**config.mk**
```make
export PLATFORM = sky130hd
export DESIGN_NAME = ini_xfer_seq
export DESIGN_NICKNAME = d
export VERILOG_FILES = /design/src/rtl/ixs_pkg.sv /design/src/rtl/ixs_req_latch.sv /design/src/rtl/ixs_counter.sv /design/src/rtl/ini_xfer_seq.sv
export SDC_FILE = /design/constraint.sdc
export NUM_CORES = 1
export LEC_CHECK = 0
export ABC_AREA = 1
export BUFFER_PORTS_ARGS = -buffer_cell sky130_fd_sc_hd__buf_2
export CAP_MARGIN = 20
export CORE_MARGIN = 8
export CORE_UTILIZATION = 40
export CTS_CLUSTER_SIZE = 40
export DETAILED_ROUTE_END_ITERATION = 10
export SYNTH_ARGS = -nofsm -noshare
export SYNTH_HDL_FRONTEND = slang
export SYNTH_SLANG_ARGS = --single-unit
```
**constraint.sdc**
```tcl
create_clock -name clk -period 2.3 [get_ports clk]
set_input_delay 0.115 -clock clk [delete_from_list [all_inputs] [get_ports clk]]
set_output_delay 0.115 -clock clk [all_outputs]
set_load 0.005 [all_outputs]
```
**src/rtl/ixs_pkg.sv**
```systemverilog
package ixs_pkg;

    typedef enum logic [1:0] {
        ST_IDLE = 2'd0,
        ST_WAIT = 2'd1,
        ST_MEM  = 2'd2,
        ST_ACK  = 2'd3
    } ixs_state_e;

    localparam logic [2:0] PH_MSG_OUT = 3'b110;
    localparam logic [2:0] PH_MSG_IN  = 3'b111;

endpackage

```
**src/rtl/ixs_req_latch.sv**
```systemverilog
module ixs_req_latch (
    input  logic       clk,
    input  logic       rst_n,
    input  logic       bus_req,
    input  logic       bus_msg,
    input  logic       bus_cd,
    input  logic       bus_io,
    output logic       req_q,
    output logic [2:0] phase_q
);

    typedef struct packed {
        logic       req;
        logic [2:0] phase;
    } lat_t;

    lat_t lat_d, lat_q;

    always_comb begin
        lat_d     = lat_q;
        lat_d.req = bus_req;
        if (bus_req && !lat_q.req) begin
            lat_d.phase = {bus_msg, bus_cd, bus_io};
        end
    end

    always_ff @(posedge clk or negedge rst_n) begin
        if (!rst_n) begin
            lat_q <= '0;
        end else begin
            lat_q <= lat_d;
        end
    end

    assign req_q   = lat_q.req;
    assign phase_q = lat_q.phase;

    // the captured phase does not follow the lines while REQ stays high
    p_phase_hold_r2: assert property (@(posedge clk) disable iff (!rst_n)
        (req_q && bus_req) |=> $stable(phase_q));

endmodule

```
**src/rtl/ixs_counter.sv**
```systemverilog
module ixs_counter #(
    parameter int CNT_W  = 24,
    parameter int ADDR_W = 32
) (
    input  logic              clk,
    input  logic              rst_n,
    input  logic              load,
    input  logic              step,
    input  logic [CNT_W-1:0]  cnt_i,
    input  logic [ADDR_W-1:0] addr_i,
    output logic [CNT_W-1:0]  cnt_q,
    output logic [ADDR_W-1:0] addr_q,
    output logic              cnt_last,
    output logic              cnt_zero
);

    localparam logic [CNT_W-1:0]  CNT_ONE  = {{(CNT_W-1){1'b0}}, 1'b1};
    localparam logic [ADDR_W-1:0] ADDR_ONE = {{(ADDR_W-1){1'b0}}, 1'b1};

    typedef struct packed {
        logic [CNT_W-1:0]  cnt;
        logic [ADDR_W-1:0] addr;
    } ctr_t;

    ctr_t ctr_d, ctr_q;

    always_comb begin
        ctr_d = ctr_q;
        if (load) begin
            ctr_d.cnt  = cnt_i;
            ctr_d.addr = addr_i;
        end else if (step) begin
            ctr_d.cnt  = ctr_q.cnt - CNT_ONE;
            ctr_d.addr = ctr_q.addr + ADDR_ONE;
        end
    end

    always_ff @(posedge clk or negedge rst_n) begin
        if (!rst_n) begin
            ctr_q <= '0;
        end else begin
            ctr_q <= ctr_d;
        end
    end

    assign cnt_q    = ctr_q.cnt;
    assign addr_q   = ctr_q.addr;
    assign cnt_last = (ctr_q.cnt == CNT_ONE);
    assign cnt_zero = (ctr_q.cnt == '0);

    // a byte is never taken from an exhausted count
    p_step_live_r4: assert property (@(posedge clk) disable iff (!rst_n)
        step |-> !cnt_zero);

    // each byte moves the count down and the address up by one
    p_step_move_r4: assert property (@(posedge clk) disable iff (!rst_n)
        (step && !load) |=> (cnt_q == $past(cnt_q) - CNT_ONE) &&
                            (addr_q == $past(addr_q) + ADDR_ONE));

endmodule

```
**src/rtl/ini_xfer_seq.sv**
```systemverilog
module ini_xfer_seq
    import ixs_pkg::*;
#(
    parameter int CNT_W  = 24,
    parameter int ADDR_W = 32,
    parameter int DATA_W = 8
) (
    input  logic              clk,
    input  logic              rst_n,
    input  logic              start,
    input  logic [2:0]        ins_phase,
    input  logic [CNT_W-1:0]  ins_count,
    input  logic [ADDR_W-1:0] ins_addr,
    input  logic              atn_set,
    input  logic              clr_ack,
    input  logic              bus_req,
    input  logic              bus_msg,
    input  logic              bus_cd,
    input  logic              bus_io,
    input  logic [DATA_W-1:0] bus_din,
    output logic              bus_ack,
    output logic              bus_atn,
    output logic              bus_oe,
    output logic [DATA_W-1:0] bus_dout,
    output logic              mem_req,
    output logic              mem_we,
    output logic [ADDR_W-1:0] mem_addr,
    output logic [DATA_W-1:0] mem_wdata,
    input  logic [DATA_W-1:0] mem_rdata,
    input  logic              mem_gnt,
    output logic              busy,
    output logic              done,
    output logic              phase_irq
);

    typedef struct packed {
        ixs_state_e        state;
        logic [2:0]        ins_ph;
        logic              checked;
        logic              ack;
        logic              atn;
        logic [DATA_W-1:0] data;
        logic              done;
        logic              irq;
    } seq_t;

    seq_t seq_d, seq_q;

    logic              req_q;
    logic [2:0]        phase_q;
    logic              ctr_load;
    logic              ctr_step;
    logic [CNT_W-1:0]  cnt_q;
    logic [ADDR_W-1:0] addr_q;
    logic              cnt_last;
    logic              cnt_zero;

    ixs_req_latch u_req_latch (
        .clk     (clk),
        .rst_n   (rst_n),
        .bus_req (bus_req),
        .bus_msg (bus_msg),
        .bus_cd  (bus_cd),
        .bus_io  (bus_io),
        .req_q   (req_q),
        .phase_q (phase_q)
    );

    ixs_counter #(
        .CNT_W  (CNT_W),
        .ADDR_W (ADDR_W)
    ) u_counter (
        .clk      (clk),
        .rst_n    (rst_n),
        .load     (ctr_load),
        .step     (ctr_step),
        .cnt_i    (ins_count),
        .addr_i   (ins_addr),
        .cnt_q    (cnt_q),
        .addr_q   (addr_q),
        .cnt_last (cnt_last),
        .cnt_zero (cnt_zero)
    );

    always_comb begin
        seq_d      = seq_q;
        seq_d.done = 1'b0;
        seq_d.irq  = 1'b0;
        ctr_load   = 1'b0;
        ctr_step   = 1'b0;

        if (atn_set) begin
            seq_d.atn = 1'b1;
        end

        unique case (seq_q.state)
            ST_IDLE: begin
                if (clr_ack) begin
                    seq_d.ack = 1'b0;
                end
                if (start) begin
                    ctr_load      = 1'b1;
                    seq_d.ins_ph  = ins_phase;
                    seq_d.checked = 1'b0;
                    seq_d.state   = ST_WAIT;
                end
            end
            ST_WAIT: begin
                if (req_q && !seq_q.ack) begin
                    if (!seq_q.checked && (phase_q != seq_q.ins_ph)) begin
                        seq_d.irq   = 1'b1;
                        seq_d.state = ST_IDLE;
                    end else if (cnt_zero) begin
                        seq_d.done  = 1'b1;
                        seq_d.state = ST_IDLE;
                    end else begin
                        seq_d.checked = 1'b1;
                        seq_d.data    = bus_din;
                        seq_d.state   = ST_MEM;
                    end
                end
            end
            ST_MEM: begin
                if (mem_gnt) begin
                    ctr_step = 1'b1;
                    if (!seq_q.ins_ph[0]) begin
                        seq_d.data = mem_rdata;
                    end
                    seq_d.ack = 1'b1;
                    if (cnt_last && (seq_q.ins_ph == PH_MSG_OUT)) begin
                        seq_d.atn = 1'b0;
                    end
                    seq_d.state = ST_ACK;
                end
            end
            ST_ACK: begin
                if (!req_q) begin
                    if (!(cnt_zero && (seq_q.ins_ph == PH_MSG_IN))) begin
                        seq_d.ack = 1'b0;
                    end
                    if (cnt_zero) begin
                        seq_d.done  = 1'b1;
                        seq_d.state = ST_IDLE;
                    end else begin
                        seq_d.state = ST_WAIT;
                    end
                end
            end
            default: seq_d.state = ST_IDLE;
        endcase
    end

    always_ff @(posedge clk or negedge rst_n) begin
        if (!rst_n) begin
            seq_q       <= '0;
            seq_q.state <= ST_IDLE;
        end else begin
            seq_q <= seq_d;
        end
    end

    assign bus_ack   = seq_q.ack;
    assign bus_atn   = seq_q.atn;
    assign bus_oe    = (seq_q.state == ST_ACK) && !seq_q.ins_ph[0];
    assign bus_dout  = seq_q.data;
    assign mem_req   = (seq_q.state == ST_MEM);
    assign mem_we    = seq_q.ins_ph[0];
    assign mem_addr  = addr_q;
    assign mem_wdata = seq_q.data;
    assign busy      = (seq_q.state != ST_IDLE);
    assign done      = seq_q.done;
    assign phase_irq = seq_q.irq;

    // ACK only follows a granted memory access
    p_ack_after_grant_r6: assert property (@(posedge clk) disable iff (!rst_n)
        $rose(bus_ack) |-> $past(mem_req && mem_gnt));

    // ACK is not dropped while REQ is still registered high
    p_ack_hold_req_r6: assert property (@(posedge clk) disable iff (!rst_n)
        (bus_ack && req_q) |=> bus_ack);

    // a mismatch interrupt never comes with a completion, ACK or access
    p_irq_clean_r3: assert property (@(posedge clk) disable iff (!rst_n)
        phase_irq |-> (!done && !bus_ack && !mem_req));

    // completion is a single-cycle pulse
    p_done_pulse_r4: assert property (@(posedge clk) disable iff (!rst_n)
        done |=> !done);

    // data is driven onto the bus only for memory reads
    p_oe_outbound_r7: assert property (@(posedge clk) disable iff (!rst_n)
        bus_oe |-> (bus_ack && !mem_we));

    // ATN falls only together with the final ACK rise
    p_atn_final_r8: assert property (@(posedge clk) disable iff (!rst_n)
        $fell(bus_atn) |-> ($rose(bus_ack) && cnt_zero));

    // a held ACK survives idle cycles without a clear command
    p_ack_held_idle_r9: assert property (@(posedge clk) disable iff (!rst_n)
        (!busy && bus_ack && !clr_ack) |=> bus_ack);

endmodule

```
After elaboration in Yosys (flattened, before gate mapping):

Cells that the tools add are included.

* bits in registers: 78
* bits of input ports: 85
* output and inout port bits: 56
* logic and storage cells: 88

* $add $sub $neg: 2
* equality and inequality tests: 16
* multiplexer cells: 36
* reductions and logical operators: 22

Operators by type and width (number)
* 2-to-1 mux 56 bit: 2
* adder 32 x 1 -> 32 bit (second input constant): 1
* == test 24 x 1 -> 1 bit (second input constant): 1
* zero test 24 bit: 1
* subtractor 24 x 1 -> 24 bit (second input constant): 1
* 2-to-1 mux 10 bit: 2
* 2-to-1 mux 1 bit: 18
* 2-to-1 mux 8 bit: 2
* != test 2 bit (second input constant): 8
* case mux 8 bit (2 select lines): 1
* 2-to-1 mux 2 bit: 5
* AND reduction 5 bit: 2
* 2-to-1 mux 9 bit: 1
* case mux 2 bit (4 select lines): 1
* nonzero test 2 bit: 4
* == test 3 bit (second input constant): 2
* logical AND 1 bit: 6
* 2-to-1 mux 6 bit: 1
* AND reduction 6 bit: 1
* == test 2 bit (second input constant): 2
* zero test 1 bit: 4
* case mux 1 bit (2 select lines): 2
* AND reduction 4 bit: 1
* != test 3 bit: 1
* 6 further kinds: 6

Logic depth before layout (Yosys ltp):

* word-level depth: 5
* gate-level depth with buffers: 11

Modules after synthesis:

From an unflattened synthesis, not the netlist that was laid out.

* cells, all modules: 777
* area, all modules: 5288.8 µm²

By module, submodules not included
* ixs_counter: times used 1, cells an instance 590, area an instance 3928.8 µm²
* ini_xfer_seq: times used 1, cells an instance 172, area an instance 1212.4 µm²
* ixs_req_latch: times used 1, cells an instance 15, area an instance 147.6 µm²

Worst setup path before layout:

Ideal clock, no wire load.

* kind: flip-flop to flip-flop
* start: register u_counter.ctr_q (netlist bit u_counter.cnt_q[0])
* end: register u_counter.ctr_q (netlist bit u_counter.cnt_q[12])
* setup time: 0.113 ns
* arrival: 1.416 ns
* required time: 2.187 ns
* slack: 0.771 ns
* stages on the path, launching flop included: 12
* path buffers: 0
* clock period less this slack: 1.529 ns
* path through: dfrtp_1 -> inv_1 -> ha_1 -> nand2_1 -> inv_1 -> nand2_1 -> nor2_1 -> nand2_1 -> o21ai_0 -> nand2_1 -> nand2_1 -> inv_1

* word-level cells in the longest chain between the ends: 3

Ends and longest elaborated chain
* start, declared: RTL line ixs_counter.sv:25 `ctr_t ctr_d, ctr_q;`
* start signal, assigned: RTL line ixs_counter.sv:42 `ctr_q <= ctr_d;`
* subtractor 24 x 1 -> 24 bit: RTL line ixs_counter.sv:33 `ctr_d.cnt = ctr_q.cnt - CNT_ONE;`
* 2-to-1 mux 56 bit: RTL line ixs_counter.sv:32 `end else if (step) begin`
* 2-to-1 mux 56 bit: RTL line ixs_counter.sv:29 `if (load) begin`

No other way between the ends. The select of a mux whose other input is x is not followed.
A chain may end at the register's enable or synchronous reset.

Worst setup path after layout:

* start: register u_counter.ctr_q (netlist bit u_counter.addr_q[0])
* end: register u_counter.ctr_q (netlist bit u_counter.addr_q[21])

* word-level cells in the longest chain between the ends: 3

Ends and longest elaborated chain
* adder 32 x 1 -> 32 bit: RTL line ixs_counter.sv:34 `ctr_d.addr = ctr_q.addr + ADDR_ONE;`
* 2-to-1 mux 56 bit: RTL line ixs_counter.sv:32
* 2-to-1 mux 56 bit: RTL line ixs_counter.sv:29

No other way between the ends. The select of a mux whose other input is x is not followed.

==> flow_summary.json <==
{
  "slew_headroom": 0.6363,
  "critPathSlowestCell": "dfrtp_1",
  "port_buffers": 140,
  "synthFlopType": "dfrtp_1",
  "ff2ff_path_depth": 9,
  "p_sw_mw": 3.795,
  "setup_viol": 0,
  "track_usage": 0.1986,
  "syn_inst": 858,
  "path_cells": "nand3_1, inv_1, nand2_1, nor2_1, nand3_1, nand2_1, nand3_1, nand2_1, inv_1",
  "grt_max_degree": 43,
  "die_h_um": 134.9,
  "crit_type": "reg -> reg",
  "yosys_warnings": 0,
  "r2r-start": "u_counter.addr_q[0]$_DFFE_PN0P_",
  "diodes": 0,
  "hp-start": "ins_count[0]",
  "nets": 1070,
  "critPathMaxFanout": 7,
  "power.share.switching": 0.4730,
  "rr_endpoint": "u_counter.addr_q[21]$_DFFE_PN0P_",
  "dieWidth_um": 134.9,
  "layout-drive-gt1-share": 0.1996,
  "synth_fp_nets": 946,
  "cts_buffers": 9,
  "place_ws_ns": 0.3851,
  "initial_core_util": 0.4089,
  "area_growth_syn_to_layout_pct": 19.23,
  "avgSynthCellArea_um2": 6.590,
  "drc": 0,
  "post_cts_buffers": 0,
  "placed_cells": 1144,
  "grt_pass1_wl_um": 29120,
  "h-tree-depth": 3,
  "fin_crit_ns": 1.951,
  "io_pins": 141,
  "whs_path_depth": 3,
  "p_clk_frac": 0.181,
  "rows": 43,
  "grt_pass1_vias": 5590,
  "skew_ns": 0.009303,
  "power_frac_comb": 0.488,
  "hold_path_class": "in -> reg",
  "async_reset_ff_frac": 1.000,
  "ys_seq_area_frac": 0.3452,
  "cp-end-kind": "flip-flop",
  "hold_end": "u_counter.cnt_q[0]$_DFFE_PN0P_",
  "drtPass1Iterations": 4,
  "vias": 5801,
  "rsz0062_at_grt": "no",
  "clk_pin_slew_ns": 0.07,
  "drtAntennaViolNets": 0,
  "setup-tns-final_ns": 0,
  "power.density_mw_per_mm2": 1190,
  "final.setup.worst_slack_ns": 0.3485,
  "die_area_mm2": 0.01820,
  "startpoint_type": "flip-flop",
  "p_leak_nw": 3.527,
  "drt-total-wl_um": 17610,
  "fmax_mhz": 512.4,
  "startpoint": "u_counter.addr_q[0]$_DFFE_PN0P_",
  "final.period_utilization": 0.8485,
  "core_area_mm2": 0.01383,
  "clkLatencyLatePin_ns": 0.35,
  "ff2ff_setup_slack_ns": 0.35,
  "synth_edf_count": 0,
  "drt-initial-drc-count": 411,
  "overflow": 0,
  "crit_arrival_ns": 2.19,
  "max-vdd-ir-drop_mv": 0.5121,
  "dpl.hpwl_um": 13530,
  "p_seq_frac": 0.330,
  "slew_viol_final": 0,
  "viasPerCell": 4.971,
  "wl_per_cell_um": 15.09,
  "hold_viol": 0,
  "tritoncts": "built",
  "routabilityCongestion": 0.8894,
  "yosysUniqueCellTypes": 39,
  "cts-root-buf": "clkbuf_16",
  "syn_area_mm2": 0.005654,
  "worst_pin_slew_ns": 0.5456,
  "antenna_found_initial": 0,
  "instances_no_fill": 1167,
  "max_cap_violations": 0,
  "crit_path_max_incr_delay_ns": 0.48,
  "crit_required_ns": 2.54,
  "numClockSinks": 78,
  "synth_seq_cells": 78,
  "cts.repair.resized": 0,
  "cts.path.max_buffers": 2,
  "internal_power_mw": 4.228,
  "status": "finished clean"
}
how the worst max path moves through the flow:
stage | slack [ns] | to
after global placement | 0.41 | u_counter.addr_q[22]$_DFFE_PN0P_
after detailed placement | 0.39 | u_counter.addr_q[26]$_DFFE_PN0P_
after floorplan | 0.77 | u_counter.cnt_q[12]$_DFFE_PN0P_
final | 0.35 | u_counter.addr_q[21]$_DFFE_PN0P_
after CTS | 0.37 | u_counter.addr_q[26]$_DFFE_PN0P_
after global routing | 0.12 | u_counter.addr_q[18]$_DFFE_PN0P_
kinds of logic after synthesis:
logic type / count (synthesis) / share of synthesized area
AOI/OAI and AO/OA: 110 / 0.1226
xor gates and xnor gates: 7 / 0.01084
adders and majority gates: 3 / 0.006639
buffers and inverters: 146 / 0.1268
DFF: 78 / 0.3452
muxes: 1 / 0.001991
and+or+nand+nor: 513 / 0.3859
layout make-up:
class / count / area [um^2]
inverter: 100 / 377.9
clock inverter: 7 / 75.07
clock buffer: 9 / 225.2
timing repair buffer: 159 / 900.9
multi-input combinational: 634 / 2985
tap: 180 / 225.2
fill: 1458 / 7086
sequential: 78 / 1952
synthesized netlist by cell type (2+ instances only):
cell type / instances / area [um^2]
nand3b_1: 8 / 60.06
nand3_1: 77 / 385.4
inv_1: 95 / 356.6
o21bai_1: 8 / 60.06
nor2_4: 6 / 67.56
nor2_1: 130 / 488.0
nor3_1: 7 / 35.03
xor2_1: 5 / 43.79
nand2_4: 3 / 33.78
o211ai_2: 2 / 25.02
a211oi_2: 6 / 75.07
o211ai_1: 6 / 45.04
a211oi_1: 3 / 22.52
inv_2: 4 / 15.01
o22ai_1: 6 / 37.54
dfrtp_1: 78 / 1952
xnor2_1: 2 / 17.52
nand2_2: 4 / 25.02
buf_4: 20 / 150.1
o21ai_0: 51 / 255.2
nand4_1: 14 / 87.58
clkbuf_1: 3 / 11.26
buf_6: 10 / 112.6
a21oi_1: 12 / 60.06
buf_2: 13 / 65.06
o21ai_1: 10 / 50.05
nand2_1: 261 / 979.7
ha_1: 3 / 37.54
routing by layer:
layer / vias up / wire (um) / track usage
met2: 174 / 7300 / 0.2864
li1: 2981 / - / -
met3: 18 / 1203 / 0.03863
met5: - / 0 / 0
met4: 0 / 323 / 0.07424
met1: 2628 / 8780 / 0.2847
power by group through the flow:
stage / clock, mW / sequential (mW) / combinational (mW)
2_1_floorplan: 0 / 2.47 / 2.92
3_3_place_gp: 0 / 2.65 / 3.90
3_5_place_dp: 0 / 2.66 / 3.93
4_1_cts: 1.50 / 2.64 / 3.94
5_1_grt: 1.55 / 2.75 / 4.52
6_report: 1.45 / 2.65 / 3.92
critical path, delay by kind of cell, from the launching register on:
kind / cells / cell delay, ns
buffers and inverters: 2 / 0.33
AND/OR/NAND/NOR: 7 / 1.05
flip-flops: 1 / 0.48
sequential cells by signal (all words and copies together) (netlist names), 3 cells and up, named ones only:
| name | flops |
|---|---|
| bus_dout | 8 |
| u_counter.addr_q | 32 |
| seq_q | 4 |
| u_req_latch.phase_q | 3 |
| u_counter.cnt_q | 24 |
layout by cell type (no fill, tap or decap), types with 12 or more instances in the layout:
master | synthesis | layout
o21ai_0 | 51 | 51
buf_2 | 13 | 139
nor2_1 | 130 | 130
a21oi_1 | 12 | 12
inv_1 | 95 | 95
nand4_1 | 14 | 14
dfrtp_1 | 78 | 78
nand2_1 | 261 | 261
nand3_1 | 77 | 77
through the flow:
step                      hold slack (ns)  cell area, um^2  total power, mW  utilization
after floorplan                   -0.1806             5654            5.397            -
after global placement             0.1409             6371            6.547       0.4608
after detailed placement           0.1427             6371            6.585       0.4608
after CTS                        0.002660             6741            8.082       0.4876
after global routing             0.003709             6741            8.826       0.4876
final                            0.006314             6741            8.023       0.4876
timing repair:
item                                   in CTS  in global routing
setup endpoints to repair                   0                  0
hold buffers                                7                  0
endpoints found under the hold margin      44                  0
Power figures use the tool's default switching activity.
